## src/rtl/msi_ring_pkg.sv

```systemverilog
package msi_ring_pkg;

    localparam int DATA_W      = 32;
    localparam int REG_AW      = 3;
    localparam int SEL_W       = 2;
    localparam int SIZE_EXP_MIN = 15;
    localparam int OFF_W       = SIZE_EXP_MIN + (1 << SEL_W) - 1;
    localparam int REC_BYTES   = 16;
    localparam int REC_SHIFT   = $clog2(REC_BYTES);
    localparam int WORD_BYTES  = DATA_W / 8;
    localparam int REC_WORDS   = REC_BYTES / WORD_BYTES;
    localparam int WIDX_W      = $clog2(REC_WORDS);

    typedef enum logic [REG_AW-1:0] {
        RA_CTRL    = 3'h0,
        RA_BASE_HI = 3'h3,
        RA_BASE_LO = 3'h4,
        RA_CONS    = 3'h5,
        RA_PROD    = 3'h6
    } reg_addr_e;

    localparam int CB_ENABLE = 0;
    localparam int CB_FULLDET = 1;
    localparam int CB_OVF_CLR = 2;
    localparam int CB_IRQ_EN = 3;
    localparam int CB_STOP   = 4;
    localparam int CB_SEL_LO = 8;

    typedef struct packed {
        logic             enable;
        logic             full_det;
        logic             irq_en;
        logic             stop_full;
        logic [SEL_W-1:0] size_sel;
    } ctrl_t;

    typedef enum logic {
        WR_IDLE,
        WR_BUSY
    } wr_state_e;

    // Offset mask: keeps record-aligned bits below the selected ring size.
    function automatic logic [OFF_W-1:0] ring_mask(input logic [SEL_W-1:0] sel);
        logic [OFF_W-1:0] m;
        m = '0;
        for (int i = REC_SHIFT; i < OFF_W; i++) begin
            if (i < SIZE_EXP_MIN + int'(sel)) m[i] = 1'b1;
        end
        return m;
    endfunction

endpackage

```

## src/rtl/msi_ring_regs.sv

```systemverilog
module msi_ring_regs
    import msi_ring_pkg::*;
#(
    parameter int ADDR_W = 64
) (
    input  logic                  clk,
    input  logic                  rst_n,
    input  logic                  reg_wr,
    input  logic [REG_AW-1:0]     reg_addr,
    input  logic [DATA_W-1:0]     reg_wdata,
    output logic [DATA_W-1:0]     reg_rdata,
    input  logic [OFF_W-1:0]      prod_off,
    input  logic                  ovf_set,
    output ctrl_t                 ctrl,
    output logic [ADDR_W-1:0]     base,
    output logic [OFF_W-1:0]      cons_off
);

    typedef struct packed {
        ctrl_t             ctrl;
        logic [DATA_W-1:0] base_hi;
        logic [DATA_W-1:0] base_lo;
        logic [OFF_W-1:0]  cons;
        logic              ovf;
    } regs_t;

    regs_t st_d, st_q;
    logic  ctrl_wr;
    logic  ovf_clr;

    assign ctrl_wr = reg_wr && (reg_addr == RA_CTRL);
    assign ovf_clr = ctrl_wr && reg_wdata[CB_OVF_CLR];

    always_comb begin
        st_d = st_q;
        if (ovf_set) st_d.ovf = 1'b1;
        if (reg_wr) begin
            unique case (reg_addr)
                RA_CTRL: begin
                    st_d.ctrl.enable    = reg_wdata[CB_ENABLE];
                    st_d.ctrl.full_det  = reg_wdata[CB_FULLDET];
                    st_d.ctrl.irq_en    = reg_wdata[CB_IRQ_EN];
                    st_d.ctrl.stop_full = reg_wdata[CB_STOP];
                    st_d.ctrl.size_sel  = reg_wdata[CB_SEL_LO +: SEL_W];
                    st_d.cons = st_q.cons & ring_mask(reg_wdata[CB_SEL_LO +: SEL_W]);
                    if (reg_wdata[CB_OVF_CLR]) st_d.ovf = 1'b0;
                end
                RA_BASE_HI: st_d.base_hi = reg_wdata;
                RA_BASE_LO: st_d.base_lo = reg_wdata;
                RA_CONS:    st_d.cons = reg_wdata[OFF_W-1:0] & ring_mask(st_q.ctrl.size_sel);
                default: ;
            endcase
        end
    end

    always_ff @(posedge clk) begin
        if (!rst_n) st_q <= '0;
        else        st_q <= st_d;
    end

    always_comb begin
        reg_rdata = '0;
        unique case (reg_addr)
            RA_CTRL: begin
                reg_rdata[CB_ENABLE]             = st_q.ctrl.enable;
                reg_rdata[CB_FULLDET]            = st_q.ctrl.full_det;
                reg_rdata[CB_OVF_CLR]            = st_q.ovf;
                reg_rdata[CB_IRQ_EN]             = st_q.ctrl.irq_en;
                reg_rdata[CB_STOP]               = st_q.ctrl.stop_full;
                reg_rdata[CB_SEL_LO +: SEL_W]    = st_q.ctrl.size_sel;
            end
            RA_BASE_HI: reg_rdata = st_q.base_hi;
            RA_BASE_LO: reg_rdata = st_q.base_lo;
            RA_CONS:    reg_rdata[OFF_W-1:0] = st_q.cons;
            RA_PROD:    reg_rdata[OFF_W-1:0] = prod_off;
            default:    reg_rdata = '0;
        endcase
    end

    assign ctrl     = st_q.ctrl;
    assign base     = ADDR_W'({st_q.base_hi, st_q.base_lo});
    assign cons_off = st_q.cons;

    AST_OVF_STICKY: assert property (@(posedge clk) disable iff (!rst_n)
        (st_q.ovf && !ovf_clr) |=> st_q.ovf) else $error("overflow flag lost");

endmodule

```

## src/rtl/msi_ring_fsm.sv

```systemverilog
module msi_ring_fsm
    import msi_ring_pkg::*;
#(
    parameter int ADDR_W = 64
) (
    input  logic               clk,
    input  logic               rst_n,
    input  ctrl_t              ctrl,
    input  logic [ADDR_W-1:0]  base,
    input  logic [OFF_W-1:0]   cons_off,
    input  logic               msg_valid,
    input  logic [DATA_W-1:0]  msg_data,
    output logic               msg_ready,
    output logic               mem_req,
    output logic [ADDR_W-1:0]  mem_addr,
    output logic [DATA_W-1:0]  mem_wdata,
    input  logic               mem_ack,
    output logic [OFF_W-1:0]   prod_off,
    output logic               ovf_set
);

    localparam logic [WIDX_W-1:0] LAST_WORD = WIDX_W'(REC_WORDS - 1);
    localparam logic [OFF_W-1:0]  REC_STEP  = OFF_W'(REC_BYTES);

    typedef struct packed {
        wr_state_e         state;
        logic [WIDX_W-1:0] widx;
        logic [OFF_W-1:0]  prod;
        logic [DATA_W-1:0] data;
    } fsm_t;

    fsm_t st_d, st_q;

    logic [OFF_W-1:0] mask;
    logic [OFF_W-1:0] prod_m;
    logic [OFF_W-1:0] prod_next;
    logic             ring_full;
    logic             hold_off;
    logic             discard;
    logic             accept;
    logic             last_ack;

    always_comb begin
        mask      = ring_mask(ctrl.size_sel);
        prod_m    = st_q.prod & mask;
        prod_next = (prod_m + REC_STEP) & mask;
        ring_full = (prod_next == cons_off);
        hold_off  = ring_full && ctrl.full_det && ctrl.stop_full;
        discard   = ring_full && ctrl.full_det && !ctrl.stop_full;
        msg_ready = ctrl.enable && (st_q.state == WR_IDLE) && !hold_off;
        accept    = msg_valid && msg_ready;
        last_ack  = (st_q.state == WR_BUSY) && mem_ack && (st_q.widx == LAST_WORD);
    end

    always_comb begin
        st_d    = st_q;
        ovf_set = 1'b0;
        unique case (st_q.state)
            WR_IDLE: begin
                if (accept) begin
                    if (discard) begin
                        ovf_set = 1'b1;
                    end else begin
                        st_d.state = WR_BUSY;
                        st_d.widx  = '0;
                        st_d.data  = msg_data;
                    end
                end
            end
            WR_BUSY: begin
                if (mem_ack) begin
                    if (st_q.widx == LAST_WORD) begin
                        st_d.prod  = prod_next;
                        st_d.state = WR_IDLE;
                    end else begin
                        st_d.widx = st_q.widx + 1'b1;
                    end
                end
            end
            default: st_d.state = WR_IDLE;
        endcase
    end

    always_ff @(posedge clk) begin
        if (!rst_n) st_q <= '0;
        else        st_q <= st_d;
    end

    assign mem_req   = (st_q.state == WR_BUSY);
    assign mem_addr  = base + ADDR_W'(prod_m) + ADDR_W'({st_q.widx, 2'b00});
    assign mem_wdata = (st_q.widx == '0) ? st_q.data : '0;
    assign prod_off  = prod_m;

    AST_REQ_HOLD: assert property (@(posedge clk) disable iff (!rst_n)
        (mem_req && !mem_ack) |=> (mem_req && $stable(mem_addr) && $stable(mem_wdata)))
        else $error("request dropped or changed before ack");

    AST_PROD_AFTER_ACK: assert property (@(posedge clk) disable iff (!rst_n)
        !last_ack |=> $stable(st_q.prod)) else $error("producer moved early");

    AST_DROP_NO_WRITE: assert property (@(posedge clk) disable iff (!rst_n)
        ovf_set |=> !mem_req) else $error("dropped message written");

endmodule

```

## src/rtl/msi_ring_writer.sv

```systemverilog
module msi_ring_writer
    import msi_ring_pkg::*;
#(
    parameter int ADDR_W = 64
) (
    input  logic              clk,
    input  logic              rst_n,
    input  logic              reg_wr,
    input  logic [2:0]        reg_addr,
    input  logic [31:0]       reg_wdata,
    output logic [31:0]       reg_rdata,
    input  logic              msg_valid,
    input  logic [31:0]       msg_data,
    output logic              msg_ready,
    output logic              mem_req,
    output logic [ADDR_W-1:0] mem_addr,
    output logic [31:0]       mem_wdata,
    input  logic              mem_ack,
    output logic              irq
);

    ctrl_t             ctrl;
    logic [ADDR_W-1:0] base;
    logic [OFF_W-1:0]  cons_off;
    logic [OFF_W-1:0]  prod_off;
    logic              ovf_set;

    msi_ring_regs #(.ADDR_W(ADDR_W)) u_regs (
        .clk       (clk),
        .rst_n     (rst_n),
        .reg_wr    (reg_wr),
        .reg_addr  (reg_addr),
        .reg_wdata (reg_wdata),
        .reg_rdata (reg_rdata),
        .prod_off  (prod_off),
        .ovf_set   (ovf_set),
        .ctrl      (ctrl),
        .base      (base),
        .cons_off  (cons_off)
    );

    msi_ring_fsm #(.ADDR_W(ADDR_W)) u_fsm (
        .clk       (clk),
        .rst_n     (rst_n),
        .ctrl      (ctrl),
        .base      (base),
        .cons_off  (cons_off),
        .msg_valid (msg_valid),
        .msg_data  (msg_data),
        .msg_ready (msg_ready),
        .mem_req   (mem_req),
        .mem_addr  (mem_addr),
        .mem_wdata (mem_wdata),
        .mem_ack   (mem_ack),
        .prod_off  (prod_off),
        .ovf_set   (ovf_set)
    );

    assign irq = ctrl.irq_en && (prod_off != cons_off);

    AST_NO_WRITE_WHEN_DISABLED: assert property (@(posedge clk) disable iff (!rst_n)
        (!ctrl.enable && !mem_req) |=> !mem_req) else $error("write while disabled");

    AST_IRQ_NEEDS_WORK: assert property (@(posedge clk) disable iff (!rst_n)
        (irq && !mem_req && $stable(cons_off)) |=> (irq || !ctrl.irq_en || $changed(cons_off)))
        else $error("irq fell with pending records");

endmodule

```

## config.mk

```make
export PLATFORM = sky130hd
export DESIGN_NAME = msi_ring_writer
export DESIGN_NICKNAME = d
export VERILOG_FILES = /design/src/rtl/msi_ring_pkg.sv /design/src/rtl/msi_ring_regs.sv /design/src/rtl/msi_ring_fsm.sv /design/src/rtl/msi_ring_writer.sv
export SDC_FILE = /design/constraint.sdc
export NUM_CORES = 1
export LEC_CHECK = 0
export BUFFER_PORTS_ARGS = -buffer_cell sky130_fd_sc_hd__buf_2
export CAP_MARGIN = 40
export CORE_MARGIN = 2
export CORE_UTILIZATION = 50
export CTS_BUF_LIST = sky130_fd_sc_hd__clkbuf_8
export DETAILED_ROUTE_END_ITERATION = 6
export HOLD_SLACK_MARGIN = 0.05
export PLACE_DENSITY = 0.77
export SLEW_MARGIN = 20
export SYNTH_ARGS = -nofsm -noshare
export SYNTH_HDL_FRONTEND = slang
export SYNTH_SLANG_ARGS = --single-unit
```

## constraint.sdc

```tcl
create_clock -name clk -period 4.6 [get_ports clk]
set_input_delay 1.38 -clock clk [delete_from_list [all_inputs] [get_ports clk]]
set_output_delay 1.38 -clock clk [all_outputs]
set_load 0.1 [all_outputs]
```

==> metrics.txt, run 1 <==
initial antenna violation count 0; Synth Area in Simple Gates 0.263; design area 12100 µm²; Cells after DPL 1492; Post-Syn Instances 1116; Crit Path Class flip-flop to output port; utilization after layout 0.735; RePlAce Congestion 0.961; CTS Sinks 134; clock insertion delay at the later pin of the skew report 0.47 ns; register bit count reported by yosys 134; largest net degree at the start of global routing 69; Die Ht 133 µm; clk root buf clkbuf_8; critical path arrival 3.19 ns; I/O Buffers 202; post-DR vias/cell 5.88; Worst Max-Slew Pin Slew 0.795 ns; Layout Nets 1398; Post-Synth Adder-Cell Area 0.0308; dpl hpwl 20100 µm; Initial Util 0.509; Post-Route WL 28800 µm; Antenna Nets Post-Route 0; DP Area 11200 µm²; grt ovf 0; xor and xnor area share after synthesis 0.0868; Worst Hold Class flip-flop to flip-flop; clk buf depth 2; Startpoint Class flip-flop; post-synthesis compound-gate area fraction 0.186; Synth cell types 66; CTS buffer count 17; PwrDens 215 nW/µm²; Yosys warning total 0; most common cell after layout, fill and taps aside nand2_1; Cell Area, Synth 8380 µm²; sequential share of the synthesized area 0.320; Die ar. 17800 µm²; CP Max Fanout 11; final hold violation count 0; Antenna Cells 0; EDFF count, synth 0; final slew viol count 0; post-synthesis mux area share 0.0562; max_cap viols 0; vias in the first global route 8526; Fillers 1179; fin cells 1539; Leakage Power 4.92 nW; crit end category output port; DRT iter0 DRCs 722; row count 47; clock slew at reported path FFs 0.08 ns; most frequent cells in the layout 284 x nand2_1, 126 x dfxtp_1, 122 x buf_2; core area 16500 µm²; first-pass GRT wire length 44100 µm; H-tree Lvls 4; 1st-pass router iterations 6; DR WL/cell 18.7 µm; Final Skew 0.0123 ns; CP required 3.22 ns; maximum VDD drop 0.190 mV; Die Wd 133 µm; Slew HR 0.470; share of layout cells above drive strength 1 0.316; Avg Inst Size Synth 7.51 µm²; Layout area overhead 44.4%; Post-CTS Hold Buffers 0; main combinational cell family by area after synthesis simple AND/OR/NAND/NOR gates; Final Setup Violations 0; Top-Level Pins 203; vias 9057; TritonCTS clock tree done; ys async rst share 0; # DRC 0; gr usage total 0.308; RSZ-0062 raised after global routing yes; Post-Syn Nets 1208; crit share post-route 0.992; Synth Flop Type dfxtp_1; Final min period 4.57 ns; status finished clean; fmax 219 MHz
synthesized netlist by cell type, types with 4 or more instances:
cell type  count  area [µm²]
a211oi_1      11        82.6
a21boi_0       4        30.0
a21o_1         9        67.6
a21oi_1      127         636
a22o_1        25         219
a22oi_1        5        37.5
a31oi_1        5        31.3
and2_1        39         244
and3_1        10        62.6
and4_1         4        35.0
buf_2          9        45.0
clkbuf_1      68         255
dfxtp_1      134        2680
ha_1          19         238
inv_1         20        75.1
mux2i_1       47         470
nand2_1      285        1070
nand2b_1       7        43.8
nand3_1       16        80.1
nand4_1       17         106
nor2_1        36         135
nor2b_1        6        37.5
nor3_1        13        65.1
nor3b_1        6        45.0
nor4_1        13        81.3
o21a_1         4        30.0
o21ai_0       31         155
or3_1          6        37.5
or4_1          4        30.0
xnor2_1       34         298
xor2_1        49         429
worst max-delay path: stages, from the launching register on:
cell       delay (ns)
dfxtp_1          0.37
buf_6            0.16
and3_4           0.22
ha_2             0.32
and2_2           0.26
nand3_1          0.11
o22ai_2          0.10
a311oi_4         0.40
clkbuf_16        0.25
nor3_2           0.05
xor2_2           0.27
buf_12           0.21
sequential cells by signal, indices dropped and copies added (netlist names), named ones only:
name,count
u_fsm.mem_req,1
u_regs.ctrl,6
u_regs.base,64
u_fsm.st_q,48
u_regs.cons_off,6
u_regs.st_q,1
power by group:
part           leakage [nW]  switching, W  internal, W  total, W
logic                  3.64      0.000269     0.000125  0.000394
registers              1.09     0.0000242      0.00118   0.00120
clock network         0.195      0.000511     0.000500   0.00101
per-stage QoR:
| step | hold slack, ns | power, W | worst slack, ns | setup TNS [ns] |
|---|---|---|---|---|
| 2_1_floorplan | 0.430 | 0.00147 | -0.401 | -0.401 |
| 3_3_place_gp | 0.437 | 0.00161 | 0.360 | 0 |
| 3_5_place_dp | 0.444 | 0.00161 | 0.233 | 0 |
| 4_1_cts | 0.458 | 0.00260 | -0.0580 | -0.222 |
| 5_1_grt | 0.477 | 0.00267 | -0.0543 | -0.523 |
| 6_report | 0.454 | 0.00261 | 0.0347 | 0 |
final timing paths:
path,slack [ns],start,end,depth (start not counted)
max,0.03,u_regs.ctrl[1],mem_addr[41],11
min,0.45,u_fsm.st_q[24],u_fsm.st_q[24],2
max reg2reg,1.58,u_fsm.st_q[38],u_fsm.st_q[0],9
min reg2reg,0.45,u_fsm.st_q[24],u_fsm.st_q[24],2
what timing repair did:
item / 4_1_cts / 5_1_grt
buffers inserted: 4 / 8
cloned: 0 / 3
setup endpoints to repair: 28 / 47
pin swaps: 1 / 9
resized for setup: 14 / 67
cell families (layout without fill, tap and decap cells):
| group | count (synthesis) | in the layout |
|---|---|---|
| adders and majority gates | 20 | 20 |
| buffers and inverters | 107 | 310 |
| DFF | 134 | 134 |
| xor gates and xnor gates | 83 | 83 |
| and+or+nand+nor | 474 | 474 |
| muxes | 47 | 47 |
| AOI/OAI and AO/OA | 251 | 251 |
cell type report:
cell class	instances	area [µm²]	area share
flip-flops and latches	134	2700	0.223
inverters	22	82.6	0.00682
clock buffers	18	248	0.0205
multi-input cells	875	5980	0.494
repair buffers	256	2670	0.220
clock inverters	14	150	0.0124
well taps	220	275	0.0227
per-layer routing:
metal / vias to the layer above / wire length [µm] / global-route usage
li1: 4172 / - / -
met5: - / 0 / 0
met4: 0 / 1130 / 0.123
met1: 4202 / 11000 / 0.395
met2: 578 / 13400 / 0.494
met3: 105 / 3280 / 0.0856
No activity file was read; power rests on OpenSTA's default activity.
==> run 2: changes to the inputs <==
- ABC_AREA: unset -> 1
- SLEW_MARGIN: 20 -> 40
- clock period: 4.6 -> 4.44 ns (I/O delays scaled with it)
==> run 2 against run 1 <==
Against the previous run:
- die area is essentially flat
- synthesized cell count rose by 14%
- global-route usage increased by 4.3 points
- sequential cell count unchanged
- setup slack got worse by 0.023 ns
- count of clock-buffer cells in the layout is 1 lower
- clock skew shrank 0.0034 ns
- critical path type unchanged
- critical endpoint is now mem_addr[50]
- largest power group unchanged
==> metrics.txt, run 2 <==
max reg flops 64; initial antenna violation count 0; grt ovf 0; Layout area overhead 46.8%; Post-Route WL 31700 µm; EDFF count, synth 0; CP Max Fanout 5; Crit Path Class flip-flop to output port; GR peak layer met2; Synth Area in Simple Gates 0.253; final slew viol count 0; reg2reg end u_fsm.st_q[50]; max incr delay on CP 0.36 ns; min setup slack post-route 0.0122 ns; post-synth top area share 0.320; vias in the first global route 9228; xor and xnor area share after synthesis 0.0722; Final Setup Violations 0; H-tree Lvls 4; Final min period 4.43 ns; Tot Pwr 0.00294 W; post-synthesis compound-gate area fraction 0.203; Post-Syn Nets 1359; most common cell after layout, fill and taps aside inv_1; first-pass GRT wire length 49000 µm; core area 16500 µm²; gr usage total 0.351; ys async rst share 0; fin cells 1724; post-DR vias/cell 5.63; Worst R2R Path Depth 15; max_cap viols 0; hold_sp u_regs.base[10]; Slew HR 0.535; Top-Level Pins 203; clk buf depth 2; met1 usage 0.474; Post-Synth Adder-Cell Area 0.0308; dpl hpwl 23900 µm; CTS Sinks 134; GR Layer Usage met2 0.557; Worst Hold Class flip-flop to flip-flop; DR WL/cell 18.4 µm; hold-critical path depth 2; clock slew at reported path FFs 0.09 ns; # DRC 0; Synth top cells by count 198 x inv_1, 185 x nand2_1, 147 x nor2_1; largest net degree at the start of global routing 69; DRT iter0 DRCs 1094; Antenna Nets Post-Route 0; Area contributors post-synth dfxtp_1 32%, inv_1 8.9%, nand2_1 8.3%; Final Skew 0.00890 ns; sequential share of the synthesized area 0.320; Startpoint Class flip-flop; area leader, netlist dfxtp_1; most frequent cell after synthesis inv_1; Die ar. 17800 µm²; I/O Buffers 202; clk root buf clkbuf_8; Min-Delay Endpoint u_regs.base[10]; Cell Area, Synth 8380 µm²; maximum VDD drop 0.238 mV; PwrDens 239 nW/µm²; clock insertion delay at the later pin of the skew report 0.47 ns; final hold violation count 0; main combinational cell family by area after synthesis simple AND/OR/NAND/NOR gates; crit end category output port; Cells after DPL 1668; Antenna Cells 0; RSZ-0062 raised after global routing yes; RePlAce Congestion 0.995; TritonCTS clock tree done; status finished clean; Synth Flop Type dfxtp_1; Worst Max-Slew Pin Slew 0.692 ns; CP required 3.11 ns; fmax 226 MHz; CTS buffer count 17; Die Wd 133 µm; Synth cell types 45; reg-to-reg startpoint u_fsm.st_q[36]; Post-Syn Instances 1267; r2r setup slk 1.41 ns; post-synthesis mux area share 0; Yosys warning total 0; Avg Inst Size Synth 6.61 µm²; CP max stage cell dfxtp_2; row count 47; crit share post-route 0.997; most frequent cells in the layout 197 x inv_1, 170 x nand2_1, 137 x nor2_1; critical-path cell list ha_4 -> inv_2 -> fa_2 -> nand3b_1 -> nand2_2 -> a21oi_4 -> o21ai_4 -> a21oi_4 -> o21ai_2 -> nand2_2 -> nand2_4 -> buf_6 -> nand4_1 -> xor2_2 -> buf_12; Die Ht 133 µm; Layout Nets 1583; share of layout cells above drive strength 1 0.293; critical path arrival 3.10 ns; vias 9701; Leakage Power 5.34 nW; setup slack after placement -0.0147 ns; Initial Util 0.509; 1st-pass router iterations 6; register bit count reported by yosys 134; met3 Usage GRT 0.0803
==> run 2: cell count changes after synthesis, moves of 19 or more <==
cell      change
nor3_1       +19
xnor2_1      -24
nand2_1     -100
a22o_1       -25
clkbuf_1     -25
and2_1       -39
nor2_1      +111
nand3_1      +30
o21ai_0      +87
o22ai_1      +24
mux2i_1      -47
inv_1       +178
==> run 2: where the power goes <==
| part | switching [W] | internal, W | total (W) |
|---|---|---|---|
| sequential | 0.0000326 | 0.00123 | 0.00127 |
| clock | 0.000580 | 0.000467 | 0.00105 |
| combinational | 0.000453 | 0.000172 | 0.000625 |
| total | 0.00107 | 0.00187 | 0.00294 |
==> run 2: layout make-up <==
cell class | count | area, µm²
Clock buffer | 17 | 234
Inverter | 202 | 758
Sequential cell | 134 | 2710
Tap cell | 220 | 275
Timing Repair Buffer | 259 | 2560
Multi-Input combinational cell | 877 | 5600
Clock inverter | 15 | 155
Fill cell | 1241 | 4170
==> run 2: cells by family (layout without fill, tap and decap cells) <==
logic type               Yosys count  after routing
XOR/XNOR                          69             69
adder cells (fa/ha/maj)           20             20
buffers and inverters            256            493
AO/OA/AOI/OAI                    311            311
flip-flops                       134            134
AND/OR/NAND/NOR                  477            477
==> run 2: through the flow <==
stage | utilization | setup TNS, ns | cell area (µm²) | hold slack, ns
floorplan | - | -8.62 | 8880 | 0.440
global placement | 0.685 | 0 | 11300 | 0.463
detailed placement | 0.685 | -0.0147 | 11300 | 0.468
CTS | 0.734 | -0.114 | 12100 | 0.482
global route | 0.747 | -0.721 | 12300 | 0.504
finish | 0.747 | 0 | 12300 | 0.485
==> run 2: worst max-delay path, delay by kind of cell (launching register included) <==
kind / cells / cell delay (ns)
and+or+nand+nor: 5 / 0.67
AOI/OAI and AO/OA: 4 / 0.48
adders and majority gates: 2 / 0.47
buffers and inverters: 3 / 0.39
DFF: 1 / 0.36
xor gates and xnor gates: 1 / 0.23
==> run 2: routing by layer <==
metal / routed length [µm] / part of all wire / vias to the layer above
li1: - / - / 4583
met1: 13300 / 0.42 / 4511
met2: 14400 / 0.46 / 545
met3: 3170 / 0.10 / 62
met4: 782 / 0.025 / 0
met5: 0 / 0 / -
==> run 2: what timing repair did <==
action                                  CTS  global route
endpoints found under the setup margin   42            43
resized for setup                        62            37
setup buffers                            19             5
hold buffers                              0             0
pin swaps                                19            15
==> run 2: worst max path at each step <==
stage              startpoint            to  slack [ns]
5_1_grt        u_fsm.st_q[50]  mem_addr[50]       -0.08
3_5_place_dp   u_fsm.st_q[50]  mem_addr[42]       -0.01
3_3_place_gp   u_fsm.st_q[50]  mem_addr[60]        0.07
4_1_cts        u_regs.base[2]  mem_addr[50]       -0.06
6_report       u_fsm.st_q[50]  mem_addr[50]        0.01
2_1_floorplan     reg_addr[0]  reg_rdata[8]       -0.68
